`src/rtl/irqagg_pkg.sv`:
```
// Shared constants for the two-level interrupt aggregator.
// Assumes 32-bit words and byte offsets that fit in OFF_W bits.
package irqagg_pkg;
    localparam int DW    = 32;
    localparam int OFF_W = 8;

    // host-controller stage offsets
    localparam logic [OFF_W-1:0] C_SEGSEL = 8'h24;
    localparam logic [OFF_W-1:0] C_ACCSZ  = 8'h28;
    localparam logic [OFF_W-1:0] C_FCTRL  = 8'h30;
    localparam logic [OFF_W-1:0] C_MASK   = 8'h34;
    localparam logic [OFF_W-1:0] C_STAT   = 8'h38;
    localparam logic [OFF_W-1:0] C_ERRADR = 8'h40;

    // bus-master stage offsets
    localparam logic [OFF_W-1:0] M_ROUTE0 = 8'h08;
    localparam logic [OFF_W-1:0] M_ROUTE1 = 8'h0C;
    localparam logic [OFF_W-1:0] M_STAT   = 8'h50;
    localparam logic [OFF_W-1:0] M_MASK   = 8'h54;
    localparam logic [OFF_W-1:0] M_POL    = 8'h58;
    localparam logic [OFF_W-1:0] M_INPUT  = 8'h5C;

    localparam logic [DW-1:0] ACCSZ_RST = 32'h0200_0000;
    localparam int LINE_BIT  = 11;  // host line position in master input
    localparam int EN_BIT    = 31;
    localparam int QUIET_BIT = 30;
    localparam int START_LO  = 24;
    localparam int NUM_EVT   = 9;

    // status bit position of host event input i
    function automatic int evt_pos(input int i);
        return (i == NUM_EVT - 1) ? 10 : i;
    endfunction
endpackage

```
`src/rtl/irqagg_ctl_stage.sv`:
```
// Host-controller stage: latches request and event levels into a sticky
// status word, applies a mask and a global enable, and produces one line.
// Assumes NUM_REQ request lines fill the status word from bit DW-1 down
// and do not overlap the event bits.
module irqagg_ctl_stage
    import irqagg_pkg::*;
#(
    parameter int NUM_REQ = 16
) (
    input  logic               clk,
    input  logic               rst_n,
    input  logic               wr_en,
    input  logic [OFF_W-1:0]   off,
    input  logic [DW-1:0]      wdata,
    input  logic [NUM_REQ-1:0] req_lvl,
    input  logic [NUM_EVT-1:0] evt,
    output logic [DW-1:0]      rdata,
    output logic               line_out,
    output logic [DW-1:0]      status_q,
    output logic [DW-1:0]      mask_q,
    output logic [DW-1:0]      fctrl_q
);
    logic [DW-1:0] segsel_q;
    logic [DW-1:0] accsz_q;
    logic [DW-1:0] set_vec;
    logic [DW-1:0] clr_vec;

    // map request lines (reversed) and events onto status bit positions
    always_comb begin
        set_vec = '0;
        for (int n = 0; n < NUM_REQ; n++) set_vec[DW-1-n] = req_lvl[n];
        for (int i = 0; i < NUM_EVT; i++) set_vec[evt_pos(i)] = evt[i];
    end

    // write-one-to-clear pattern for this cycle
    assign clr_vec = (wr_en && off == C_STAT) ? wdata : '0;

    // register file and sticky status update
    always_ff @(posedge clk) begin
        if (!rst_n) begin
            status_q <= '0;
            mask_q   <= '0;
            fctrl_q  <= '0;
            segsel_q <= '0;
            accsz_q  <= ACCSZ_RST;
        end else begin
            status_q <= (status_q & ~clr_vec) | set_vec;
            if (wr_en) begin
                case (off)
                    C_MASK:   mask_q   <= wdata;
                    C_FCTRL:  fctrl_q  <= wdata;
                    C_SEGSEL: segsel_q <= wdata;
                    C_ACCSZ:  accsz_q  <= wdata;
                    default: ;
                endcase
            end
        end
    end

    // gated combine of masked status
    assign line_out = fctrl_q[EN_BIT] & (|(status_q & mask_q));

    // read decode; unknown offsets return all ones
    always_comb begin
        case (off)
            C_SEGSEL: rdata = segsel_q;
            C_ACCSZ:  rdata = accsz_q;
            C_FCTRL:  rdata = fctrl_q;
            C_MASK:   rdata = mask_q;
            C_STAT:   rdata = status_q;
            C_ERRADR: rdata = '0;
            default:  rdata = '1;
        endcase
    end
endmodule

```
`src/rtl/irqagg_master_stage.sv`:
```
// Bus-master stage: one live input bit (the host line), sticky status
// accumulating input AND mask every clock, and a registered interrupt.
// Assumes polarity and route words are storage only.
module irqagg_master_stage
    import irqagg_pkg::*;
(
    input  logic             clk,
    input  logic             rst_n,
    input  logic             wr_en,
    input  logic [OFF_W-1:0] off,
    input  logic [DW-1:0]    wdata,
    input  logic             line_in,
    output logic [DW-1:0]    rdata,
    output logic [DW-1:0]    status_q,
    output logic             irq_q
);
    logic [DW-1:0] route0_q;
    logic [DW-1:0] route1_q;
    logic [DW-1:0] mask_q;
    logic [DW-1:0] pol_q;
    logic [DW-1:0] in_vec;
    logic [DW-1:0] clr_vec;

    // place the host line at its input position
    always_comb begin
        in_vec = '0;
        in_vec[LINE_BIT] = line_in;
    end

    // write-one-to-clear pattern for this cycle
    assign clr_vec = (wr_en && off == M_STAT) ? wdata : '0;

    // register file, sticky accumulation and registered output
    always_ff @(posedge clk) begin
        if (!rst_n) begin
            route0_q <= '0;
            route1_q <= '0;
            mask_q   <= '0;
            pol_q    <= '0;
            status_q <= '0;
            irq_q    <= 1'b0;
        end else begin
            status_q <= (status_q & ~clr_vec) | (in_vec & mask_q);
            irq_q    <= |status_q;
            if (wr_en) begin
                case (off)
                    M_ROUTE0: route0_q <= wdata;
                    M_ROUTE1: route1_q <= wdata;
                    M_MASK:   mask_q   <= wdata;
                    M_POL:    pol_q    <= wdata;
                    default: ;
                endcase
            end
        end
    end

    // read decode; unknown offsets return all ones
    always_comb begin
        case (off)
            M_ROUTE0: rdata = route0_q;
            M_ROUTE1: rdata = route1_q;
            M_STAT:   rdata = status_q;
            M_MASK:   rdata = mask_q;
            M_POL:    rdata = pol_q;
            M_INPUT:  rdata = in_vec;
            default:  rdata = '1;
        endcase
    end
endmodule

```
`src/rtl/irq_two_level_agg.sv`:
```
// Top of the two-level interrupt aggregator: steers the register port to
// one of two stages, chains the host line into the bus-master stage and
// decodes the frame-control fields for the neighbouring frame engine.
// Assumes one full-word access per cycle and combinational read data.
module irq_two_level_agg
    import irqagg_pkg::*;
#(
    parameter int NUM_REQ = 16
) (
    input  logic                            clk,
    input  logic                            rst_n,
    input  logic                            bus_sel,
    input  logic [irqagg_pkg::OFF_W-1:0]    bus_off,
    input  logic                            bus_wr,
    input  logic [irqagg_pkg::DW-1:0]       bus_wdata,
    output logic [irqagg_pkg::DW-1:0]       bus_rdata,
    input  logic [NUM_REQ-1:0]              req_lvl,
    input  logic [irqagg_pkg::NUM_EVT-1:0]  ctl_evt,
    output logic                            frame_quiet,
    output logic [3:0]                      frame_start_clks,
    output logic                            irq_out
);
    logic [DW-1:0] c_rdata;
    logic [DW-1:0] m_rdata;
    logic [DW-1:0] ctl_status;
    logic [DW-1:0] ctl_mask;
    logic [DW-1:0] ctl_fctrl;
    logic [DW-1:0] m_status;
    logic          s1_line;

    irqagg_ctl_stage #(.NUM_REQ(NUM_REQ)) u_ctl (
        .clk      (clk),
        .rst_n    (rst_n),
        .wr_en    (bus_wr & ~bus_sel),
        .off      (bus_off),
        .wdata    (bus_wdata),
        .req_lvl  (req_lvl),
        .evt      (ctl_evt),
        .rdata    (c_rdata),
        .line_out (s1_line),
        .status_q (ctl_status),
        .mask_q   (ctl_mask),
        .fctrl_q  (ctl_fctrl)
    );

    irqagg_master_stage u_mst (
        .clk      (clk),
        .rst_n    (rst_n),
        .wr_en    (bus_wr & bus_sel),
        .off      (bus_off),
        .wdata    (bus_wdata),
        .line_in  (s1_line),
        .rdata    (m_rdata),
        .status_q (m_status),
        .irq_q    (irq_out)
    );

    // stage-selected read data
    assign bus_rdata = bus_sel ? m_rdata : c_rdata;

    // frame-control field decode for the frame engine
    assign frame_quiet = ctl_fctrl[QUIET_BIT];
    always_comb begin
        case (ctl_fctrl[START_LO+1:START_LO])
            2'd0:    frame_start_clks = 4'd4;
            2'd1:    frame_start_clks = 4'd6;
            default: frame_start_clks = 4'd8;
        endcase
    end
endmodule

```
`config.mk`:
```
export PLATFORM = sky130hd
export DESIGN_NAME = irq_two_level_agg
export DESIGN_NICKNAME = d
export VERILOG_FILES = /design/src/rtl/irqagg_pkg.sv /design/src/rtl/irqagg_ctl_stage.sv /design/src/rtl/irqagg_master_stage.sv /design/src/rtl/irq_two_level_agg.sv
export SDC_FILE = /design/constraint.sdc
export NUM_CORES = 1
export LEC_CHECK = 0
export BUFFER_PORTS_ARGS = -buffer_cell sky130_fd_sc_hd__buf_2
export CORE_UTILIZATION = 46
export DETAILED_ROUTE_END_ITERATION = 6
export PLACE_DENSITY = 0.7
export SYNTH_ARGS = -nofsm -noshare
export SYNTH_HDL_FRONTEND = slang
export SYNTH_SLANG_ARGS = --single-unit
```
`constraint.sdc`:
```
create_clock -name clk -period 6.5 [get_ports clk]
set_input_delay 1.3 -clock clk [delete_from_list [all_inputs] [get_ports clk]]
set_output_delay 1.3 -clock clk [all_outputs]
set_load 0.01 [all_outputs]
```
==> results of run 1 <==
-- power groups by stage --
| stage | combinational, mW | clock, mW | sequential [mW] |
|---|---|---|---|
| final | 0.216 | 2.03 | 1.99 |
| after global routing | 0.226 | 2.13 | 1.99 |
| after CTS | 0.212 | 2.05 | 1.99 |
| after detailed placement | 0.212 | 0 | 2.03 |
| after global placement | 0.211 | 0 | 2.03 |
| after floorplan | 0.134 | 0 | 2.03 |
-- Yosys cell counts (all sizes together) (33+ instances only) --
cell,instances
nand2,602
a21oi,64
dfxtp,321
mux2i,34
a22o,33
buf,90
clkbuf,90
a21boi,280
a221oi,34
nand3,34
a22oi,53
-- final cells by class --
type | instances | share of cell area [%]
well taps | 402 | 3.04
clock buffers | 57 | 6.77
multi-input cells | 1315 | 45.8
flip-flops and latches | 321 | 38.8
diodes | 2 | 0.0302
repair buffers | 146 | 5.08
clock inverters | 9 | 0.416
inverters | 2 | 0.0453
-- metal layers --
metal  part of all wire (%)  vias to the layer above
li1                       -                     6287
met1                     41                     6621
met2                     46                      722
met3                    8.6                      120
met4                    3.7                        0
met5                      0                        -
-- kinds of logic after synthesis --
| kind of cell | count (synthesis) |
|---|---|
| AO/OA/AOI/OAI | 567 |
| multiplexers | 41 |
| flip-flops | 321 |
| buffers and inverters | 182 |
| other | 1 |
| AND/OR/NAND/NOR | 706 |
-- worst paths after layout --
check | startpoint | end | cells past startpoint
setup / recovery | bus_off[2] | bus_rdata[21] | 7
setup reg to reg | u_ctl.status_q[24]$_SDFF_PN0_ | u_mst.status_q[11]$_SDFF_PN0_ | 5
hold reg to reg | u_mst.status_q[12]$_SDFF_PN0_ | u_mst.status_q[12]$_SDFF_PN0_ | 2
hold / removal | u_mst.status_q[12]$_SDFF_PN0_ | u_mst.status_q[12]$_SDFF_PN0_ | 2
-- per-stage QoR --
step	hold slack, ns	cells
finish	0.450	2254
global route	0.463	2254
CTS	0.450	2252
detailed placement	0.440	2186
global placement	0.438	2186
floorplan	0.424	1818
-- critical path: cells and delay by family --
kind | cells | cell delay [ns]
compound gates | 2 | 0.60
buf+inv | 3 | 0.96
simple gates | 2 | 1.17
==> impl_results.md, run 1 <==
* Outcome: finished, final reports clean
* FP Rows at 65
* Worst path cell trace: buf_2 -> buf_4 -> nor4b_2 -> and2_1 -> a221oi_1 -> a31oi_1 -> buf_2
* Pleak at roughly 5.5 nW
* Power Total at approximately 4.2 mW
* Max stage delay on crit path at 0.80 ns
* GPL Wtd Cong at 0.929
* Routed WL per cell at roughly 22 um
* Number of CTS-inserted buffers at 37
* Slew margin rel. at between 10% and 20%
* Post-CTS setup buffers at 0
* Die extent in y at ~180 um
* Number of global-route vias before repair at about 13000
* Post-synth EDFFs at 0
* Worst slew pin tran at about 1.2 ns
* Die area at 32800 um^2
* Post-synthesis mux area share at between 2 and 3%
* Sw power at 0.992 mW
* GR Util met2 at a little under half
* Peak supply drop at 0.000212 V
* FF/Latch Area at ~6400 um^2
* Max-cap viol count at 0
* Placed instance area at ~15000 um^2
* First-pass DRT Iterations at 6
* Syn Area/Cell at around 8.1 um^2
* Area taken by multi-input logic gates at about 7600 um^2
* Share of total power in sequential cells at between 40% and 50%
* CTS Sinks at around 320
* Final instance area at about 17000 um^2
* Pins over their slew limit at 0
* WL final at around 49000 um
* Met1 Use GR at approximately two fifths
* Post-Synth Adder-Cell Area at 0%
* Post-synthesis sequential area ratio at a little over two fifths
* Power per cell area at ~260 nW/um^2
* Routed Antenna Nets at 0
* GRT Total Usage at between 20% and 30%
* Initial antenna violation count at 3
* Crit Path Max Fanout at 30
* Yosys warning count at 0
* Die span in x at ~180 um
* Ys flop type: dfxtp_1
* Layout area overhead at 12.2%
* Setup WS post-layout at approximately 1.1 ns
* Synth Instances at between 1500 and 2000
* Commonest non-fill, non-tap cell in the layout: nand2_1
* Most frequent cells in the layout: 602 x nand2_1, 321 x dfxtp_1, 198 x a21boi_0
* Cts-stage hold buffer count at 0
* Global-route wire length before repair at between 70000 and 80000 um
* CTS tree: built
* Clock share of power at between 40% and 50%
* Final Hold Fails at 0
* Nets at between 1500 and 2000
* Synth Area in Compound Gates at between 20% and 30%
* Clk_lat worst skew at approximately 0.53 ns
* Share of layout cells above drive strength 1 at around an eighth
* Synth area leaders: dfxtp_1 44%, nand2_1 15%, a21boi_0 10%
* Port Buf Inserts at ~110
* RSZ-0062 raised after global routing: no
* Simple-Gate Fraction of Synth Area at between 20% and 30%
* Reg2reg setup slack at 4.41 ns
* Met3 Resource Use GR at roughly 4.2%
* Synthesized flop and latch total at 321
* Filler cells at 2976
* Synthesized area at roughly 15000 um^2
* XOR/XNOR Fraction of Synth Area at 0%
* Int Pwr at roughly 3.2 mW
* First DRT Iteration DRCs at approximately 1800
* Combinational power share at under 10%
* Net Count, Synth at roughly 1900
* Clock Path Buffers at 3
* Pre-CTS setup slack at 1.22 ns
* Nature of the critical path startpoint: primary input
* Total grt overflow at 0
* Tcrit/Tclk final at 82.4%
* Initial Utilization at a little under half
* Yosys top cell area share at about 44%
* Setup Skew at about 0.016 ns
* Critical Path End Type: primary output
* Clock transition at path regs at 0.05 ns
* GRT Max-Usage Layer: met2
* Critical Path AT at 4.06 ns
* Worst path slowest cell: and2_1
* Clk Tree Root Cell: clkbuf_16
* Worst hold path type: reg2reg
* CP Data Required Time at between 5 and 6 ns
* Post-Route Utilization at between 50% and 60%
* Switching Share at a little under a quarter
* Number of gates resized after CTS at 0
* Final Setup Violations at 0
* Ys async rst share at 0%
* Unique masters post-synth at 53
* Total I/O pin count at ~110
* Vias per inst at between 6 and 7
* Crit Path Class: in2out
* Vias at 13800
* Post-DP HPWL at 31800 um
* Setup TNS at 0 ns
* DRC at 0
* Most frequent CP cell: buf_2
* Core area at around 32000 um^2
* Largest net degree at the start of global routing at roughly 160
* Largest area contributor in the netlist: dfxtp_1
* Min cycle time layout at between 5 and 6 ns
* Largest family of logic cells by synthesized area: compound AO/OA/AOI/OAI gates
* H-tree levels at 2
* Peak Freq at ~190 MHz
Note: power is estimated with default switching activity, not from simulation.
==> run 2: changes to the inputs <==
Clock period 6.5 ns to 5.55 ns, I/O delays scaled along.
==> run 2 against run 1 <==
Clock skew fell by 0.00092 ns. Critical endpoint is now bus_rdata[26]. Register-to-register slack got worse by 0.98 ns. Worst hold slack improved by 0.00096 ns. Flip-flop and latch count did not move. Via count rose by 0.71%. Sequential power rose by 17%. Wire length rose by 4.1%. Global-route usage rose by 1.2 points.
==> impl_results.md, run 2 (synthesized netlist as in run 1, its figures left out) <==
* Pins over their slew limit at 0
* First-pass DRT Iterations at 7
* Worst hold path type: reg2reg
* Pleak at about 5.5 nW
* Setup TNS at 0 ns
* Core area at approximately 32000 um^2
* Peak supply drop at about 0.00018 V
* Final Setup Violations at 0
* Setup Skew at 0.0149 ns
* Total I/O pin count at about 110
* Tcrit/Tclk final at between 90% and 100%
* Die extent in y at between 150 and 200 um
* Crit Path Max Fanout at 15
* Final hold slack at roughly 0.45 ns
* Initial Utilization at 46.8%
* Port Buf Inserts at roughly 110
* Reg2reg end: u_mst.status_q[11]$_SDFF_PN0_
* Metal1 wirelength at between 20000 and 25000 um
* Met3 routed WL at 4630 um
* Max-cap viol count at 0
* Worst path depth at 8
* Vias at approximately 14000
* Number of CTS-inserted buffers at 35
* Worst r2r src: u_ctl.status_q[24]$_SDFF_PN0_
* # diodes at 0
* Met2 WL at between 20000 and 25000 um
* Largest net degree at the start of global routing at about 190
* Reg2reg setup slack at around 3.4 ns
* Global-route wire length before repair at just under 80000 um
* Worst slew pin tran at 1.21 ns
* DR top layer: met4
* Die area at roughly 33000 um^2
* FP Rows at 65
* Clock transition at path regs at ~0.050 ns
* Initial antenna violation count at 0
* H-tree levels at 2
* CTS tree: built
* First DRT Iteration DRCs at roughly 1800
* CTS Sinks at roughly 320
* Total grt overflow at 0
* Final Hold Fails at 0
* Worst path cell trace: buf_2 -> nand4bb_1 -> buf_4 -> a21o_1 -> buf_4 -> a2111oi_0 -> nor2_1 -> buf_2
* Number of gates resized after CTS at 0
* Crit path from: bus_off[7]
* Min cycle time layout at roughly 5 ns
* Critical Path End Type: primary output
* Power per cell area at 292 nW/um^2
* Max stage delay on crit path at between 0.6 and 0.7 ns
* Outcome: finished, final reports clean
* DRC at 0
* Post-CTS setup buffers at 0
* Most frequent cells in the layout: 602 x nand2_1, 321 x dfxtp_1, 198 x a21boi_0
* Clk Tree Root Cell: clkbuf_16
* Worst r2r path cells at 5
* Nature of the critical path startpoint: primary input
* Routed Antenna Nets at 0
* Cts-stage hold buffer count at 0
* Share of layout cells above drive strength 1 at about an eighth
* Nets at approximately 1900
* Post-DP HPWL at between 30000 and 40000 um
* CP Data Required Time at between 4 and 5 ns
* Routed WL per cell at ~23 um
* RSZ-0062 raised after global routing: no
* Die span in x at between 150 and 200 um
* Buf+Inv Stages, Crit Path at 4
* Critical Path AT at 3.91 ns
* Kind of cell adding the most delay to the critical path: compound AO/OA/AOI/OAI gates
* Clk_lat worst skew at 0.51 ns
* Slew margin rel. at 19.3%
* Number of global-route vias before repair at 13000
* Clock Path Buffers at 3
* Critical path endpoint: bus_rdata[26]
* GRT Total Usage at a little under a third
* Worst path slowest cell: a2111oi_0
* GPL Wtd Cong at around 0.90
* Vias per inst at slightly above 6
* Layout area overhead at 12.0%
* Crit Path Class: in2out
* WL final at roughly 51000 um
* Peak Freq at ~200 MHz
* Commonest non-fill, non-tap cell in the layout: nand2_1
[run 2: worst min path at each step]
| stage | start | end | slack (ns) | cells past startpoint |
|---|---|---|---|---|
| final | u_mst.route1_q[28]$_SDFFE_PN0P_ | u_mst.route1_q[28]$_SDFFE_PN0P_ | 0.45 | 2 |
| after global routing | u_mst.status_q[13]$_SDFF_PN0_ | u_mst.status_q[13]$_SDFF_PN0_ | 0.46 | 2 |
| after CTS | u_mst.status_q[8]$_SDFF_PN0_ | u_mst.status_q[8]$_SDFF_PN0_ | 0.45 | 2 |
| after detailed placement | u_mst.status_q[8]$_SDFF_PN0_ | u_mst.status_q[8]$_SDFF_PN0_ | 0.44 | 2 |
| after global placement | u_mst.status_q[8]$_SDFF_PN0_ | u_mst.status_q[8]$_SDFF_PN0_ | 0.44 | 2 |
| after floorplan | u_mst.status_q[19]$_SDFF_PN0_ | u_mst.status_q[19]$_SDFF_PN0_ | 0.42 | 2 |
[run 2: final cells by class]
type	count	area [um^2]
inverter	2	7.51
timing repair buffer	154	940
sequential	321	6430
clock inverter	5	56.3
clock buffer	54	1020
tap	402	503
multi-input combinational	1315	7590
fill	2958	15000
[run 2: layer usage]
metal | up-vias | global-route usage, %
met3 | 131 | 4.52
met5 | - | 0
met2 | 780 | 49.5
met1 | 6635 | 39.8
met4 | 0 | 15.4
li1 | 6301 | -
[run 2: power breakdown]
| part | switching, mW | total, mW | internal [mW] |
|---|---|---|---|
| Clock | 0.936 | 2.24 | 1.30 |
| Combinational | 0.175 | 0.260 | 0.0854 |
| Sequential | 0.0152 | 2.33 | 2.32 |
[run 2: metrics by stage]
step                utilization, %  worst slack [ns]  instances  instance area [um^2]  total power, mW
finish                        52.4             0.527       2253                 16500             4.83
global route                  52.4             0.520       2253                 16500             4.96
CTS                           52.4             0.684       2253                 16500             4.85
detailed placement            49.0             0.706       2194                 15500             2.64
global placement              49.0             0.700       2194                 15500             2.64
floorplan                        -              1.72       1818                 14800             2.53
[run 2: worst min-delay path: cells and delay by family (launching register included)]
kind | cells | cell delay, ns
DFF | 1 | 0.30
and+or+nand+nor | 1 | 0.05
AOI/OAI and AO/OA | 1 | 0.05
==> run 3: changes to the inputs <==
Settings changed: CORE_UTILIZATION 46 to 39, CTS_BUF_LIST from default to sky130_fd_sc_hd__clkbuf_16, PLACE_DENSITY 0.7 to 0.62.
==> run 3 against run 2 <==
Flip-flop and latch count did not move. Critical endpoint is now bus_rdata[21]. Combinational power grew 2%. Largest cell class unchanged. Die area is 18% higher.
==> impl_results.md, run 3 (synthesized netlist as in run 1, its figures left out) <==
* Nets at 1903
* Post-Route Utilization at a little under half
* Pleak at roughly 5.6 nW
* Number of global-route vias before repair at ~13000
* Clk_lat worst skew at 0.53 ns
* CTS Sinks at about 320
* Clock transition at path regs at 0.06 ns
* CTS tree: built
* RSZ-0062 raised after global routing: no
* First-pass DRT Iterations at 6
* Final Hold Fails at 0
* Critical Path AT at about 3.6 ns
* Outcome: finished, final reports clean
* Initial Utilization at 39.9%
* Global-route wire length before repair at 80700 um
* Vias per inst at about 5.8
* Critical Path End Type: primary output
* Placed instance area at around 16000 um^2
* H-tree levels at 2
* Nature of the critical path startpoint: primary input
* Total I/O pin count at 107
* Most frequent cells in the layout: 602 x nand2_1, 321 x dfxtp_1, 198 x a21boi_0
* Final instance area at around 17000 um^2
* Min cycle time layout at 4.74 ns
* Vias at about 14000
* Share of layout cells above drive strength 1 at a little over an eighth
* Worst hold path type: reg2reg
* Die area at around 39000 um^2
* First DRT Iteration DRCs at around 1600
* Largest net degree at the start of global routing at approximately 130
* Final Setup Violations at 0
* Layout area overhead at 14.0%
* Peak supply drop at 0.000185 V
* Met3 routed WL at around 4300 um
* Die span in x at 197 um
* Setup Skew at around 0.014 ns
* FP Rows at 70
* CP Data Required Time at between 4 and 5 ns
* Crit Path Class: in2out
* Worst slew pin tran at ~1.2 ns
* Post-DP HPWL at ~36000 um
* Max-cap viol count at 0
* WL final at about 54000 um
* DR top layer: met5
* Clk Tree Root Cell: clkbuf_16
* DRC at 0
* Port Buf Inserts at between 100 and 150
* Post-CTS setup buffers at 0
* Tcrit/Tclk final at approximately 85%
* Setup TNS at 0 ns
* Total grt overflow at 0
* Die extent in y at ~200 um
* Clock Path Buffers at 3
* GPL Wtd Cong at 0.906
* Peak Freq at approximately 210 MHz
* Initial antenna violation count at 3
* Core area at ~37000 um^2
* Power per cell area at slightly above 300 nW/um^2
* GRT Total Usage at 27.5%
* Cts-stage hold buffer count at 0
* Met2 WL at 24500 um
* Commonest non-fill, non-tap cell in the layout: nand2_1
* Routed WL per cell at 22.7 um
* Number of CTS-inserted buffers at 36
* Crit Path Max Fanout at 20
* Slew margin rel. at between 10% and 20%
* Routed Antenna Nets at 0
* Number of gates resized after CTS at 0
* Metal1 wirelength at 23100 um
* Pins over their slew limit at 0
[run 3: changes by cell type in the layout (fill, tap and decap cells not counted), moves of 3 or more]
cell / change
clkbuf_16: +3
bufinv_16: +5
clkbuf_8: -7
clkbuf_1: -12
buf_4: +6
clkinv_1: +5
clkinv_2: +8
[run 3: worst paths after layout]
path	from	end	slack (ns)	cells after the start
max	bus_off[3]	bus_rdata[21]	0.81	8
min	u_ctl.status_q[15]$_SDFF_PN0_	u_ctl.status_q[15]$_SDFF_PN0_	0.45	2
max reg2reg	u_ctl.status_q[24]$_SDFF_PN0_	u_mst.status_q[11]$_SDFF_PN0_	3.39	5
min reg2reg	u_ctl.status_q[15]$_SDFF_PN0_	u_ctl.status_q[15]$_SDFF_PN0_	0.45	2
[run 3: cell type report]
cell class	instances	area, um^2
multi-input combinational	1315	7590
antenna	2	5.00
tap	504	631
fill	3680	20100
inverter	2	7.51
clock inverter	24	273
clock buffer	38	951
sequential	321	6430
timing repair buffer	158	945
[run 3: layer usage]
metal	up-vias	GRT usage [%]
met4	2	11.4
met3	100	4.09
met1	6652	37.7
li1	6313	-
met5	-	0
met2	661	43.2
[run 3: metrics by stage]
step	power, mW	hold slack (ns)	cells	worst slack (ns)
final	5.12	0.451	2364	0.810
after detailed placement	2.64	0.439	2300	0.880
after global routing	5.25	0.464	2364	0.772
after floorplan	2.53	0.424	1818	1.72
after global placement	2.64	0.436	2300	0.914
after CTS	5.14	0.451	2362	0.872
[run 3: where the power goes]
part           switching [mW]  internal, mW  total, mW
Clock                    1.00          1.52       2.52
Combinational           0.177        0.0862      0.264
Sequential             0.0159          2.32       2.33
[run 3: critical path, stage by stage]
cell and delay (ns):
buf_2 0.36, nor2b_2 0.94, buf_4 0.27, nand2_1 0.05, o21ai_0 0.14, a221oi_1 0.17
a31oi_1 0.36, buf_2 0.20
